[src/rtl/modm1_pkg.sv]
package modm1_pkg;

  // Strobes sent from the wrap-correction control to the datapath.
  typedef struct packed {
    logic incEn;      // add one to the raw binary sum
    logic exactWrap;  // total equals the modulus exactly
  } corrStrobes_t;

endpackage

[src/rtl/modm1_kstone_tree.sv]
// Kogge-Stone prefix tree with no carry-in.
// gOut[i] is the group generate over bits i..0.
// pAll is the group propagate over every bit.
module modm1_kstone_tree #(
  parameter int K = 8
) (
  input  logic [K-1:0] gIn,
  input  logic [K-1:0] pIn,
  output logic [K-1:0] gOut,
  output logic         pAll
);
  localparam int LV = (K > 1) ? $clog2(K) : 1;

  logic [K-1:0] gLvl [0:LV];
  logic [K-1:0] pLvl [0:LV];

  assign gLvl[0] = gIn;
  assign pLvl[0] = pIn;

  for (genvar s = 0; s < LV; s++) begin : g_stage
    localparam int D = 1 << s;
    for (genvar i = 0; i < K; i++) begin : g_bit
      if (i < D) begin : g_buf
        // Buffer cell: this span already reaches bit 0.
        assign gLvl[s+1][i] = gLvl[s][i];
        assign pLvl[s+1][i] = pLvl[s][i];
      end else if ((i < 2 * D) && (((K - 1 - i) % (2 * D)) != 0)) begin : g_gray
        // Gray cell: the span now reaches bit 0 and its propagate
        // feeds nothing further along the path to pAll.
        assign gLvl[s+1][i] = gLvl[s][i] | (pLvl[s][i] & gLvl[s][i-D]);
        assign pLvl[s+1][i] = 1'b0;
      end else begin : g_black
        // Black cell: both group generate and group propagate.
        assign gLvl[s+1][i] = gLvl[s][i] | (pLvl[s][i] & gLvl[s][i-D]);
        assign pLvl[s+1][i] = pLvl[s][i] & pLvl[s][i-D];
      end
    end
  end

  assign gOut = gLvl[LV];
  assign pAll = pLvl[LV][K-1];

  // a carry out of the top bit and an all-propagate total cannot
  // both be present.
  always_comb begin
    p_gen_prop_exclusive_r6: assert (!(gOut[K-1] && pAll))
      else $error("R6: group generate and group propagate both set");
  end
endmodule

[src/rtl/modm1_excess_one.sv]
// Conditional increment: adds inc to raw and drops the carry out.
// The bits to toggle come from a prefix-AND scan of the raw sum.
module modm1_excess_one #(
  parameter int K = 8
) (
  input  logic [K-1:0] raw,
  input  logic         inc,
  output logic [K-1:0] res
);
  localparam int LV = (K > 1) ? $clog2(K) : 1;

  logic [K-1:0] aLvl [0:LV];
  logic [K-1:0] toggle;

  assign aLvl[0] = raw;

  for (genvar s = 0; s < LV; s++) begin : g_scan
    localparam int D = 1 << s;
    for (genvar i = 0; i < K; i++) begin : g_bit
      if (i < D) begin : g_pass
        assign aLvl[s+1][i] = aLvl[s][i];
      end else begin : g_and
        assign aLvl[s+1][i] = aLvl[s][i] & aLvl[s][i-D];
      end
    end
  end

  // Bit i toggles when every raw bit below it is one.
  assign toggle = {aLvl[LV][K-2:0], 1'b1};
  assign res    = raw ^ ({K{inc}} & toggle);

  // with no increment requested, the raw sum passes unchanged.
  always_comb begin
    p_pass_when_idle_r6: assert (inc || (res == raw))
      else $error("R6: result differs from raw sum without increment");
  end
endmodule

[src/rtl/modm1_wrap_ctrl.sv]
// Turns the tree's final group terms into correction strobes.
module modm1_wrap_ctrl
  import modm1_pkg::*;
(
  input  logic         carryOut,
  input  logic         allProp,
  output corrStrobes_t strobes
);
  always_comb begin
    strobes.incEn     = carryOut | allProp;
    strobes.exactWrap = allProp;
  end
endmodule

[src/rtl/modm1_datapath.sv]
// Preprocessing, prefix tree, sum stage and wrap increment.
module modm1_datapath
  import modm1_pkg::*;
#(
  parameter int K = 8
) (
  input  logic [K-1:0] opA,
  input  logic [K-1:0] opB,
  input  corrStrobes_t strobes,
  output logic         carryOut,
  output logic         allProp,
  output logic [K-1:0] sumMod
);
  logic [K-1:0] gBit;
  logic [K-1:0] pBit;
  logic [K-1:0] grpG;
  logic [K-1:0] carryIn;
  logic [K-1:0] rawSum;

  assign gBit = opA & opB;
  assign pBit = opA ^ opB;

  modm1_kstone_tree #(.K(K)) uTree (
    .gIn  (gBit),
    .pIn  (pBit),
    .gOut (grpG),
    .pAll (allProp)
  );

  assign carryIn  = {grpG[K-2:0], 1'b0};
  assign rawSum   = pBit ^ carryIn;
  assign carryOut = grpG[K-1];

  modm1_excess_one #(.K(K)) uInc (
    .raw (rawSum),
    .inc (strobes.incEn),
    .res (sumMod)
  );

  // a total equal to the modulus gives all-ones raw, then zero.
  always_comb begin
    p_exact_wrap_zero_r3: assert (!strobes.exactWrap || ((&rawSum) && (sumMod == '0)))
      else $error("R3: exact wrap did not collapse to zero");
  end
endmodule

[src/rtl/modm1_prefix_adder.sv]
// Top: modulo 2^K-1 adder with a single zero representation.
module modm1_prefix_adder
  import modm1_pkg::*;
#(
  parameter int K = 8
) (
  input  logic [K-1:0] opA,
  input  logic [K-1:0] opB,
  output logic [K-1:0] sumMod
);
  localparam logic [K-1:0] ALL_ONES = {K{1'b1}};
  localparam logic [K:0]   MODULUS  = {1'b0, ALL_ONES};

  corrStrobes_t strobes;
  logic         carryOut;
  logic         allProp;

  modm1_wrap_ctrl uCtrl (
    .carryOut (carryOut),
    .allProp  (allProp),
    .strobes  (strobes)
  );

  modm1_datapath #(.K(K)) uDp (
    .opA      (opA),
    .opB      (opB),
    .strobes  (strobes),
    .carryOut (carryOut),
    .allProp  (allProp),
    .sumMod   (sumMod)
  );

  logic [K:0] wideSum;
  logic       reduced;
  assign wideSum = {1'b0, opA} + {1'b0, opB};
  assign reduced = (opA != ALL_ONES) && (opB != ALL_ONES);

  always_comb begin
    // the all-ones form of zero never leaves the block.
    p_single_zero_r2: assert (!reduced || (sumMod != ALL_ONES))
      else $error("R2: all-ones result");
    // increment raised exactly when the total reaches the modulus.
    p_inc_decision_r6: assert (strobes.incEn == (wideSum >= MODULUS))
      else $error("R6: wrong increment decision");
    // result matches the modular sum of reduced operands.
    p_mod_sum_r1: assert (!reduced || ({1'b0, sumMod} == ((wideSum >= MODULUS) ? (wideSum - MODULUS) : wideSum)))
      else $error("R1: modular sum mismatch");
  end
endmodule

[config.mk]
export PLATFORM = sky130hd
export DESIGN_NAME = modm1_prefix_adder
export DESIGN_NICKNAME = d
export VERILOG_FILES = /design/src/rtl/modm1_pkg.sv /design/src/rtl/modm1_kstone_tree.sv /design/src/rtl/modm1_excess_one.sv /design/src/rtl/modm1_wrap_ctrl.sv /design/src/rtl/modm1_datapath.sv /design/src/rtl/modm1_prefix_adder.sv
export SDC_FILE = /design/constraint.sdc
export NUM_CORES = 1
export LEC_CHECK = 0
export BUFFER_PORTS_ARGS = -buffer_cell sky130_fd_sc_hd__buf_2
export CAP_MARGIN = 5
export CORE_MARGIN = 4
export CORE_UTILIZATION = 40
export DETAILED_ROUTE_END_ITERATION = 10
export MAX_ROUTING_LAYER = met4
export PLACE_DENSITY = 0.69
export SYNTH_ARGS = -nofsm -noshare
export SYNTH_HDL_FRONTEND = slang
export SYNTH_SLANG_ARGS = --single-unit
[constraint.sdc]
create_clock -name vclk -period 6.7
set_input_delay 1.34 -clock vclk [all_inputs]
set_output_delay 1.34 -clock vclk [all_outputs]
set_load 0.03 [all_outputs]
==> results_dict.tcl <==
set metrics [dict create \
    post-cts-setup-buffers 0 \
    finalCriticalPeriod_ns 4.711 \
    path_class "input port to output port" \
    nFlopsAndLatches 0 \
    slew_headroom 0.7653 \
    vias 608 \
    antenna_found_initial 0 \
    drtPass1Iterations 4 \
    setup_viol 0 \
    grt_use_total 0.1317 \
    design_area_um2 686.9 \
    finalWeightedCongestion 0.8025 \
    setup-tns-final_ns 0 \
    via_per_inst 5.527 \
    avgSynthCellArea_um2 7.716 \
    ir_worst_vdd_mv 0.06395 \
    fin_util 0.5279 \
    dieArea_mm2 0.002049 \
    crit_top_cell "buf_2" \
    wl_mm 1.206 \
    synthDistinctLibCells 32 \
    syn_inst 72 \
    drv_cap 0 \
    path_max_fanout 5 \
    pin_count 24 \
    cp_slowest_stage_delay_ns 0.54 \
    min_to "sumMod[1]" \
    path_cells "buf_2 > ha_1 > fa_1 > nand2_1 > or3_4 > o22ai_4 > nand4_1 > xnor2_1 > buf_2" \
    grt_pass1_vias 536 \
    holdPathStages 4 \
    netlist_area_um2 555.5 \
    fin_nets 123 \
    cp.required_ns 5.36 \
    fin_crit_sh 0.7032 \
    clock.fmax_mhz 212.3 \
    start_kind "input port" \
    yosys_warnings 0 \
    diodes 0 \
    min_from "opB[1]" \
    endpoint_kind "output port" \
    hold_buffers 0 \
    postRouteAntennaNets 0 \
    die_h_um 45.27 \
    syn_nets 98 \
    status "finished, final reports clean" \
    yosysTopAreaCell "ha_1" \
    rsz0062_at_grt "no" \
    hold_viol 0 \
    syn_to_final_growth_pct 23.65 \
    place_area_um2 686.9 \
    finalMaxSlewViolations 0 \
    cts_resized 0 \
    grt_overflow 0 \
    power_density_mw_per_mm2 140.4 \
    grt_first_pass_wirelength_mm 2.125 \
    post_drt_wl_per_cell_um 10.96 \
    worstMarginPinSlew_ns 0.3499 \
    die_x_um 45.27 \
    port_buffers 24 \
    synth_top_area_share 0.2027 \
    drive_above_1_share 0.3263 \
    critPathSlowestCell "fa_1" \
    clock_buffers 0 \
    hold_class "input port to output port" \
    holdWs_ns 3.237 \
    ff_latch_area_um2 0 \
    hpwlAfterDp_mm 1.083 \
    p_leak_nw 0.3057 \
    synth_area_leaders "ha_1 (20%), xnor2_1 (9.5%), xor2_1 (4.7%)" \
    grt_max_degree 9 \
    worstPathArrival_ns 3.37 \
    yosysSeqAreaShare 0 \
    first_iter_violations 9 \
    coreArea_mm2 0.001301 \
    initial_core_util 0.4269 \
    fp-row-count 13 \
    drc 0 \
]
[through the flow]
stage	worst slack [ns]	instances	power, mW
detailed placement	1.971	110	0.09714
floorplan	1.958	72	0.07518
global placement	2.018	110	0.09595
CTS	1.973	110	0.09736
finish	1.989	110	0.09644
global route	1.852	110	0.1063
[layout make-up]
class / count / area [um2]
fillers: 146 / 614.3
multi-input cells: 69 / 540.5
repair buffers: 24 / 120.1
well taps: 15 / 18.77
inverters: 2 / 7.507
[routing by layer]
layer / GRT usage / vias to the layer above / part of all wire
li1: - / 329 / -
met2: 0.2260 / 11 / 0.47
met4: 0 / 0 / 0
met3: 0 / 0 / 0.045
met5: - / - / 0
met1: 0.1840 / 268 / 0.48
[worst max path at each step]
stage / from / to / slack (ns) / cells after the start
floorplan: opA[0] / sumMod[7] / 1.96 / 7
global placement: opA[0] / sumMod[7] / 2.02 / 9
detailed placement: opA[0] / sumMod[6] / 1.97 / 9
CTS: opA[0] / sumMod[6] / 1.97 / 9
global route: opA[0] / sumMod[5] / 1.85 / 9
finish: opA[0] / sumMod[6] / 1.99 / 9
[layout by cell type, fill, tap and decap left out, types with 2 or more instances in the layout]
master / instances
a211o_1: 2
a211oi_1: 2
a211oi_2: 2
a21oi_1: 4
buf_2: 24
ha_1: 9
inv_1: 2
nand2_1: 5
nand3_1: 4
nand4_1: 4
nor2_1: 6
o21a_1: 2
o21ai_0: 3
xnor2_1: 6
xor2_1: 3
[cell families (layout without fill, tap and decap cells)]
| group | after synthesis | after routing | synth area share |
|---|---|---|---|
| and+or+nand+nor | 29 | 29 | 0.2928 |
| AOI/OAI and AO/OA | 21 | 21 | 0.2996 |
| adders and majority gates | 10 | 10 | 0.2387 |
| xor gates and xnor gates | 9 | 9 | 0.1419 |
| buffers and inverters | 3 | 26 | 0.02704 |
[synthesized netlist by cell type (all sizes together), types with 2 or more instances]
library cell / count
o21ai: 3
nand3: 4
inv: 2
xnor2: 6
and3: 2
a211oi: 4
nor2: 6
ha: 9
a21oi: 4
nand2: 5
o21a: 2
nand4: 4
a211o: 2
xor2: 3
[where the power goes]
part	total, mW	switching (mW)	internal (mW)
clock network	0	0	0
logic	0.0964	0.0602	0.0362
registers	0	0	0
total	0.0964	0.0602	0.0362
[worst max-delay path: cells and delay by family]
| family | cells | cell delay, ns |
|---|---|---|
| XOR/XNOR | 1 | 0.16 |
| buffers and inverters | 2 | 0.31 |
| AND/OR/NAND/NOR | 3 | 0.60 |
| AO/OA/AOI/OAI | 1 | 0.18 |
| adder cells (fa/ha/maj) | 2 | 0.77 |
(Power assumes the default switching activity.)
